$ cat src/rtl/xfer_pkg.sv
// Shared constants and types for the handshaked shift-register byte mover.
// Assumes the port-B bit positions below are fixed by the host software.
package xfer_pkg;
    localparam int BIT_REQ  = 3;
    localparam int BIT_ACK  = 4;
    localparam int BIT_PROG = 5;

    // Kind of handshake event a single port-B write represents.
    typedef enum logic [2:0] {
        EV_NONE = 3'd0,  // in-progress low, pair unchanged
        EV_MOVE = 3'd1,  // in-progress low, pair changed: move a byte
        EV_SYNC = 3'd2,  // in-progress held high, acknowledge toggled
        EV_END  = 3'd3,  // in-progress just rose: transfer ended
        EV_IDLE = 3'd4   // in-progress held high, acknowledge steady
    } hs_ev_t;
endpackage

$ cat src/rtl/hs_decode.sv
// Classifies a port-B write by comparing the new handshake pair with the
// pair of the previous write. Purely combinational; the caller qualifies
// the result with its own write strobe.
module hs_decode
    import xfer_pkg::*;
(
    input  logic [1:0] cur_pair,   // {in-progress, acknowledge} being written
    input  logic [1:0] prev_pair,  // same pair from the previous write
    output hs_ev_t     ev
);
    logic pair_chg;
    logic ack_chg;

    // Change detection on the pair and on acknowledge alone.
    always_comb begin
        pair_chg = (cur_pair != prev_pair);
        ack_chg  = (cur_pair[0] != prev_pair[0]);
    end

    // Event classification; in-progress is active low.
    always_comb begin
        if (!cur_pair[1])
            ev = pair_chg ? EV_MOVE : EV_NONE;
        else if (prev_pair[1] && ack_chg)
            ev = EV_SYNC;
        else if (!prev_pair[1])
            ev = EV_END;
        else
            ev = EV_IDLE;
    end
endmodule

$ cat src/rtl/ob_buf.sv
// Outbound (host-to-device) byte collector. Appends on push while not
// full, clears its count on clear. Assumes push and clear never coincide.
module ob_buf #(
    parameter int DEPTH = 16,
    parameter int DW    = 8,
    localparam int AW   = $clog2(DEPTH),
    localparam int CW   = $clog2(DEPTH + 1)
) (
    input  logic          clk,
    input  logic          rst_n,
    input  logic          push,
    input  logic [DW-1:0] push_data,
    input  logic          clear,
    input  logic [AW-1:0] rd_addr,
    output logic [DW-1:0] rd_data,
    output logic [CW-1:0] cnt,
    output logic          full
);
    logic [DW-1:0] mem [DEPTH];

    // Fill level flag.
    always_comb full = (cnt == CW'(DEPTH));

    // Count tracking: grow on accepted push, drop to zero on clear.
    always_ff @(posedge clk) begin
        if (!rst_n)
            cnt <= '0;
        else if (clear)
            cnt <= '0;
        else if (push && !full)
            cnt <= cnt + 1'b1;
    end

    // Storage write at the current count.
    always_ff @(posedge clk) begin
        if (!rst_n) begin
            for (int i = 0; i < DEPTH; i++) mem[i] <= '0;
        end else if (push && !full) begin
            mem[cnt[AW-1:0]] <= push_data;
        end
    end

    // Readback port.
    always_comb rd_data = mem[rd_addr];
endmodule

$ cat src/rtl/ib_buf.sv
// Inbound (device-to-host) packet store. A side port writes bytes and a
// commit sets the length and rewinds the read index. Assumes a commit and
// a pop never happen in the same cycle (the top gives commit priority).
module ib_buf #(
    parameter int DEPTH = 128,
    parameter int DW    = 8,
    localparam int AW   = $clog2(DEPTH),
    localparam int CW   = $clog2(DEPTH + 1)
) (
    input  logic          clk,
    input  logic          rst_n,
    input  logic          wr_en,
    input  logic [AW-1:0] wr_addr,
    input  logic [DW-1:0] wr_data,
    input  logic          commit,
    input  logic [CW-1:0] commit_len,
    input  logic          pop,
    output logic [DW-1:0] head,
    output logic          pending,
    output logic          last
);
    logic [DW-1:0] mem [DEPTH];
    logic [CW-1:0] size_q;
    logic [CW-1:0] idx_q;
    logic [CW-1:0] len_clamped;

    // Clamp an oversized commit to the storage depth.
    always_comb len_clamped = (commit_len > CW'(DEPTH)) ? CW'(DEPTH) : commit_len;

    // Side-port byte writes.
    always_ff @(posedge clk) begin
        if (wr_en) mem[wr_addr] <= wr_data;
    end

    // Length and read index: commit rewinds, pop advances.
    always_ff @(posedge clk) begin
        if (!rst_n) begin
            size_q <= '0;
            idx_q  <= '0;
        end else if (commit) begin
            size_q <= len_clamped;
            idx_q  <= '0;
        end else if (pop && pending) begin
            idx_q  <= idx_q + 1'b1;
        end
    end

    // Head byte and remaining-data status.
    always_comb begin
        pending = (idx_q < size_q);
        last    = ((idx_q + 1'b1) == size_q);
        head    = mem[idx_q[AW-1:0]];
    end
endmodule

$ cat src/rtl/shreg_xfer.sv
// Top of the handshaked shift-register byte mover. Every port-B write is
// classified against the previous write; bytes move between the shift
// register and the outbound or inbound buffer. The request line, the
// shift-register pulse and the packet-complete strobe are registered.
// Assumes the host writes port B as a whole byte; bit 3 of the write is
// ignored because the block owns the request line.
module shreg_xfer
    import xfer_pkg::*;
#(
    parameter int OB_DEPTH = 16,
    parameter int IB_DEPTH = 128,
    localparam int OB_AW   = $clog2(OB_DEPTH),
    localparam int OB_CW   = $clog2(OB_DEPTH + 1),
    localparam int IB_AW   = $clog2(IB_DEPTH),
    localparam int IB_CW   = $clog2(IB_DEPTH + 1)
) (
    input  logic             clk,
    input  logic             rst_n,
    input  logic             portb_we,
    input  logic [7:0]       portb_wdata,
    output logic [7:0]       portb_q,
    input  logic             dir_out,
    input  logic             sr_we,
    input  logic [7:0]       sr_wdata,
    output logic [7:0]       sr_q,
    input  logic             ld_we,
    input  logic [IB_AW-1:0] ld_addr,
    input  logic [7:0]       ld_data,
    input  logic             ld_go,
    input  logic [IB_CW-1:0] ld_len,
    input  logic [OB_AW-1:0] ob_rd_addr,
    output logic [7:0]       ob_rd_data,
    output logic             sr_pulse,
    output logic             pkt_done,
    output logic [OB_CW-1:0] pkt_len
);
    localparam logic [7:0] PORTB_RST = 8'h30;

    logic [7:0]       b_q;
    logic             req_q;
    logic [7:0]       sr_r;
    logic             pulse_q;
    logic             done_q;
    logic [OB_CW-1:0] len_q;

    hs_ev_t           ev;
    logic             wr_b;
    logic             ob_push;
    logic             ob_clear;
    logic [OB_CW-1:0] ob_cnt;
    logic             ob_full;
    logic             ib_pop;
    logic [7:0]       ib_head;
    logic             ib_pending;
    logic             ib_last;

    hs_decode u_dec (
        .cur_pair  ({portb_wdata[BIT_PROG], portb_wdata[BIT_ACK]}),
        .prev_pair ({b_q[BIT_PROG], b_q[BIT_ACK]}),
        .ev        (ev)
    );

    ob_buf #(.DEPTH(OB_DEPTH), .DW(8)) u_ob (
        .clk       (clk),
        .rst_n     (rst_n),
        .push      (ob_push),
        .push_data (sr_r),
        .clear     (ob_clear),
        .rd_addr   (ob_rd_addr),
        .rd_data   (ob_rd_data),
        .cnt       (ob_cnt),
        .full      (ob_full)
    );

    ib_buf #(.DEPTH(IB_DEPTH), .DW(8)) u_ib (
        .clk        (clk),
        .rst_n      (rst_n),
        .wr_en      (ld_we),
        .wr_addr    (ld_addr),
        .wr_data    (ld_data),
        .commit     (ld_go),
        .commit_len (ld_len),
        .pop        (ib_pop),
        .head       (ib_head),
        .pending    (ib_pending),
        .last       (ib_last)
    );

    // Qualified events: a commit in the same cycle masks the port-B write.
    always_comb begin
        wr_b     = portb_we && !ld_go;
        ob_push  = wr_b && (ev == EV_MOVE) && dir_out && !ob_full;
        ib_pop   = wr_b && (ev == EV_MOVE) && !dir_out && ib_pending;
        ob_clear = wr_b && (ev == EV_END);
    end

    // Port-B copy kept for readback and for the next comparison.
    always_ff @(posedge clk) begin
        if (!rst_n)    b_q <= PORTB_RST;
        else if (wr_b) b_q <= portb_wdata;
    end

    // Request line (active low) driven from buffer state and sync mode.
    always_ff @(posedge clk) begin
        if (!rst_n) begin
            req_q <= 1'b1;
        end else if (ld_go) begin
            if (b_q[BIT_PROG] && (ld_len != '0)) req_q <= 1'b0;
        end else if (wr_b) begin
            unique case (ev)
                EV_MOVE:          if (ib_pop && ib_last) req_q <= 1'b1;
                EV_SYNC:          req_q <= portb_wdata[BIT_ACK];
                EV_END, EV_IDLE:  if (ib_pending) req_q <= 1'b0;
                default:          req_q <= req_q;
            endcase
        end
    end

    // Shift register: inbound byte load wins over a host write.
    always_ff @(posedge clk) begin
        if (!rst_n)      sr_r <= '0;
        else if (ib_pop) sr_r <= ib_head;
        else if (sr_we)  sr_r <= sr_wdata;
    end

    // One-cycle shift-register pulse and packet-complete strobe.
    always_ff @(posedge clk) begin
        if (!rst_n) begin
            pulse_q <= 1'b0;
            done_q  <= 1'b0;
            len_q   <= '0;
        end else begin
            pulse_q <= ld_go || ob_push || ib_pop
                       || (wr_b && ((ev == EV_SYNC) || (ev == EV_END)));
            done_q  <= ob_clear && (ob_cnt != '0);
            len_q   <= (ob_clear && (ob_cnt != '0)) ? ob_cnt : '0;
        end
    end

    // Output mapping.
    always_comb begin
        portb_q          = b_q;
        portb_q[BIT_REQ] = req_q;
        sr_q             = sr_r;
        sr_pulse         = pulse_q;
        pkt_done         = done_q;
        pkt_len          = len_q;
    end
endmodule

$ cat config.mk
export PLATFORM = sky130hd
export DESIGN_NAME = shreg_xfer
export DESIGN_NICKNAME = d
export VERILOG_FILES = /design/src/rtl/xfer_pkg.sv /design/src/rtl/hs_decode.sv /design/src/rtl/ob_buf.sv /design/src/rtl/ib_buf.sv /design/src/rtl/shreg_xfer.sv
export SDC_FILE = /design/constraint.sdc
export NUM_CORES = 1
export LEC_CHECK = 0
export ABC_AREA = 1
export ABC_CLOCK_PERIOD_IN_PS = 2800
export BUFFER_PORTS_ARGS = -buffer_cell sky130_fd_sc_hd__buf_2
export CAP_MARGIN = 20
export CORE_ASPECT_RATIO = 0.9
export CORE_MARGIN = 4
export CORE_UTILIZATION = 45
export DETAILED_ROUTE_END_ITERATION = 6
export SETUP_SLACK_MARGIN = 0.02
export SLEW_MARGIN = 20
export SYNTH_ARGS = -nofsm -noshare
export SYNTH_HDL_FRONTEND = slang
export SYNTH_HIERARCHICAL = 1
export SYNTH_SLANG_ARGS = --single-unit
$ cat constraint.sdc
create_clock -name clk -period 2.8 [get_ports clk]
set_clock_uncertainty 0.1 [all_clocks]
set_input_delay 0.14 -clock clk [delete_from_list [all_inputs] [get_ports clk]]
set_output_delay 0.14 -clock clk [all_outputs]
set_load 0.05 [all_outputs]
# Word-level counts from Yosys, hierarchy flattened
# Memories as Yosys holds them, arrays and structs flattened. A register that Yosys moved wholly into a read port is not among the register bits.
# Index checks and enable logic that the tools add are counted.
dict set report word_totals {
  regBits 45
  ram_bits 1152
  input_bits 50
  elab_cells 83
  n_memories 2
  output_inout_bits 31
}
# memory words word_bits rd rd_clocked_by_memory_dff write_ports line_no
set memory_table {}
lappend memory_table {u_ib.mem 128 8 1 1 1 ib_buf.sv:22} ;# logic [DW-1:0] mem [DEPTH];
lappend memory_table {u_ob.mem 16 8 1 0 16 ob_buf.sv:19} ;# logic [DW-1:0] mem [DEPTH];
dict set report classes {
  addsub 2
  n_reduce_logical 32
  n_lt_le_gt_ge 2
  mux 24
  n_eq_ne 11
  bitwise 1
}
# op n
set op_table {}
lappend op_table {{2-to-1 mux 8 bit} 4}
lappend op_table {{logical AND 1 bit} 14}
lappend op_table {{2-to-1 mux 7 bit} 2}
lappend op_table {{2-to-1 mux 1 bit} 13}
lappend op_table {{2-to-1 mux 3 bit} 3}
lappend op_table {{adder 8 x 1 -> 8 bit, second input constant} 1}
lappend op_table {{equality test 8 bit} 1}
lappend op_table {{> comparator 8 bit, second input constant} 1}
lappend op_table {{< comparator 8 bit} 1}
lappend op_table {{nonzero test 8 bit} 1}
lappend op_table {{OR reduction 8 bit} 1}
lappend op_table {{equality test 3 x 2 -> 1 bit, second input constant} 2}
lappend op_table {{OR reduction 2 bit} 3}
lappend op_table {{adder 5 x 1 -> 5 bit, second input constant} 1}
lappend op_table {{equality test 5 bit, second input constant} 1}
lappend op_table {{AND reduction 5 bit} 1}
lappend op_table {{nonzero test 5 bit} 1}
lappend op_table {{logical OR 1 bit} 4}
lappend op_table {{2-to-1 mux 4 bit} 1}
lappend op_table {{nonzero test 2 bit} 2}
lappend op_table {{nonzero test 4 bit} 1}
lappend op_table {{equality test 3 x 1 -> 1 bit, second input constant} 1}
lappend op_table {{equality test 3 bit, second input constant} 1}
lappend op_table {{logical NOT 1 bit} 3}
lappend op_table {{other kinds (8)} 8}

# Longest topological paths before layout
dict set report logic_depth {
  depth_word 14
  depth_mapped 16
  depth_no_buf 16
}

# Cells and area by module
# Netlist, hierarchy kept.
# mod seq_area_each_um2 n_inst area_per_inst_um2 cells_per_inst
set modules_own_cells {}
lappend modules_own_cells {ib_buf 31209.9 1 43167.7 3715}
lappend modules_own_cells {ob_buf 3943.8 1 6517.5 755}
lappend modules_own_cells {shreg_xfer 460.4 1 1121.1 158}
lappend modules_own_cells {hs_decode 0.0 1 72.6 15}

# Worst setup path before layout
# Ideal clock, no wire load.
dict set report synth_path {
  path_kind {flip-flop to flip-flop}
  start {reg b_q[5]}
  end {mem u_ob.mem[11][0], enable pin}
  path_slack_ps -157
  setup_time_ps 384
  t_arrival_ps 2473
  stages_incl_launch_ff 12
  path_buffers 0
  t_required_ps 2316
  period_less_slack_ps 2957
  path_cell_list {dfxtp_1 -> inv_1 -> ha_1 -> nand3_1 -> nand2_1 -> nand2_1 -> nand3_2 -> nor2_4 -> nand2_1 -> inv_1 -> nand2_1 -> o21ai_0}
}
# item line_no
set synth_rtl {}
lappend synth_rtl {{from (decl)} shreg_xfer.sv:39} ;# logic [7:0] b_q;
lappend synth_rtl {{from (signal assigned)} shreg_xfer.sv:100} ;# else if (wr_b) b_q <= portb_wdata;
lappend synth_rtl {{to (decl)} ob_buf.sv:19}

==> metrics.txt <==
status=finished, violations left; failing checks=design-rule violations; Comb power frac=0.037; number of global-route vias before repair=33.1k; Seq/Total Area, Yosys=0.700; Slew Limit Fails=0; Arr. time, crit path=3.21 ns; htree depth=3; slowest CP cell=dfxtp_4; setup bufs post-CTS=0; crit path time final=2.68 ns; peak supply drop=0.518 mV; Worst path max stage delay=0.53 ns; boundary pin count=81; Internal Power=28.6 mW; initial antenna violation count=2; row cnt=116; Synth area leader=edfxtp_1; Syn Area/Cell=11.0 sq um; Vias per Instance=5.39; Syn-to-layout area delta=15.1%; top-count cell post-synth=nand2_1; Setup Viol. Count Final=0; finished layout cell area=58,500 sq um; Post-Route WL=133 mm; Async SR Flop Fraction=0; drt wl/cell=20.6 um; CP top delay family=simple AND/OR/NAND/NOR gates; total gr overflow=0; main flop type after synthesis=edfxtp_1; actual slew at the worst max-slew pin=0.907 ns; synth warn=6; gr usage total=0.223; Net Count, Synth=4,707; Starting Density=0.455; largest net degree at the start of global routing=129; LEAKAGE=21.7 nW; RSZ-0062 raised after global routing=true; ratio of cells with drive above 1 in the final layout=0.107; core area=112,000 sq um; Clock Power Share=0.414; power per cell area=619 nW/um^2; Slew headroom=0.394; Num CTS Buffers=120; CTS sink count=1,203; Distinct cells, synth=33; DRT antenna net count=0; TritonCTS clock tree=done; Pwr Total=36.3 mW; hpwl dp=82.0 mm; Nets=4,981; worst path required time=3.33 ns; total number of vias=35.0k; Residual DRC=21; Net Sw Power=7.70 mW; f_max=0.374 GHz; Area contributors post-synth=edfxtp_1, nand2_1, nand3_1; DRT iter0 DRCs=3,741; CTS root buf=clkbuf_16; Reg power frac=0.548; filler instances=9,613; routability cong.=0.881; clock input transition at the sequential cells of the worst setup and hold paths=0.06 ns; Synth top area share=0.680; sw frac=0.212; final hold viol count=0; Worst Setup Start Kind=flop; die height=327 um; setup TNS=0 ns; Setup crit end kind=flop; crit-path cells=buf_12 > buf_4 > nand2_1 > nand3_1 > nand3_1 > nand3_1 > nand2_1 > nand2_1 > nand3_1 > nand2_1 > nand2_1 > nand2_1 > nor2_1 > nor2_1; first-pass GRT wire length=203 mm; clk_lat worst skew=0.71 ns; Hold/Removal Path Class=in2reg; die span in x=362 um; synthesis-stage register bit count=1,203; IO buf count=79; Non-Filler Instances=6,491; Synth Instances=4,643; synthesized area=50,900 sq um; EDFF count, synth=1,152; Synth top cells by count=nand2_1, edfxtp_1, nand3_1; kind of critical path=reg2reg; Max Cap Viol=0; CTS Buffer Depth=3; Final period util=0.956; die area=119,000 sq um; placed insts=6,191; Worst Path Max Fanout=37; Crit path top cell by count=nand2_1; 1st-pass router iterations=7; placed cell areas=54,100 sq um; CP Buf/Inv Count=2
==> flip-flops by register name, summed over array words and instances, names as in the netlist, 5 cells and up, named ones only <==
name	flops
u_ib/mem	1024
sr_q	8
pkt_len	5
u_ob/mem	128
u_ib/size_q	8
b_q	7
u_ib/idx_q	8
u_ob/cnt	5
==> layout make-up <==
type                    instances  area (sq um)  area share
well taps                    1475          1850      0.0315
inverters                     192           747      0.0128
repair buffers                430          3780      0.0646
clock inverters                67           483     0.00825
flip-flops and latches       1203         35600       0.609
multi-input cells            2970         12900       0.220
diodes                          1          2.50   0.0000427
clock buffers                 153          3150      0.0538
==> placed cells by master (no fill, tap or decap), types with 2 or more instances in the layout <==
cell and instances:
nand2_1 1468, edfxtp_1 1152, nand3_1 1055, nor2_1 307, buf_4 238, inv_1 184
clkbuf_16 121, dlygate4sd3_1 79, buf_2 71, dfxtp_1 46, buf_12 41, nor3_1 37
clkinv_1 36, clkbuf_1 32, o21ai_0 23, a21oi_1 20, ha_1 14, clkinv_2 13
xor2_1 9, mux2i_1 8, nand2_2 7, clkinvlp_4 6, inv_2 5, nand3_2 5
bufinv_16 5, inv_6 4, nor2_2 4, nor2_4 3, dfxtp_4 3, nand4_1 2
a31oi_1 2, dfxtp_2 2, clkinv_8 2, inv_16 2
==> kinds of logic (layout without fill, tap and decap cells) <==
| kind of cell | Yosys count | after routing | share of synthesized area |
|---|---|---|---|
| other | 0 | 1 | 0 |
| buffers and inverters | 470 | 842 | 0.0466 |
| XOR/XNOR | 9 | 9 | 0.00155 |
| adder cells (fa/ha/maj) | 14 | 14 | 0.00344 |
| AND/OR/NAND/NOR | 2891 | 2891 | 0.242 |
| multiplexers | 8 | 8 | 0.00157 |
| flip-flops | 1203 | 1203 | 0.700 |
| AO/OA/AOI/OAI | 48 | 48 | 0.00489 |
==> worst min-delay path: stages <==
cell and delay (ns):
buf_2 0.14, nor2_1 0.14, nand2_1 0.14, nor2_1 0.12
==> through the flow <==
step / utilization / hold WS (ns) / setup WS [ns]
global route: 0.524 / 0.0973 / -0.0506
CTS: 0.524 / 0.0234 / 0.0945
finish: 0.524 / 0.0732 / 0.123
global placement: 0.484 / 0.292 / 0.127
floorplan: - / 0.139 / 0.0373
detailed placement: 0.484 / 0.300 / 0.0965
==> final timing paths <==
kind | from | cells after the start | slack [ns] | to
setup / recovery | flop | 14 | 0.12 | sr_q[5]
setup reg to reg | flop | 14 | 0.12 | sr_q[5]
hold / removal | ld_addr[6] | 4 | 0.07 | u_ib/mem[21][3]
hold reg to reg | u_ib/size_q[5] | 2 | 0.42 | u_ib/size_q[5]
==> power groups by stage <==
stage                     Clock, mW  Combinational, mW  Sequential (mW)
after global placement            0               1.23             20.3
after floorplan                   0              0.534             20.3
after global routing           16.0               1.47             19.9
after CTS                      15.3               1.35             19.9
after detailed placement          0               1.25             20.3
final                          15.0               1.36             19.9
==> per-layer routing <==
| layer | global-route usage | part of all wire |
|---|---|---|
| met4 | 0.0625 | 0.027 |
| met3 | 0.0329 | 0.073 |
| met1 | 0.332 | 0.45 |
| met2 | 0.342 | 0.46 |
| met5 | 0 | 0.000097 |
==> what timing repair did <==
action | CTS | global route
gates resized for setup | 0 | 6
hold buffers | 79 | 0
endpoints found under the setup margin | 0 | 95
endpoints found under the hold margin | 389 | 0
Note: power is estimated with default switching activity, not from simulation.
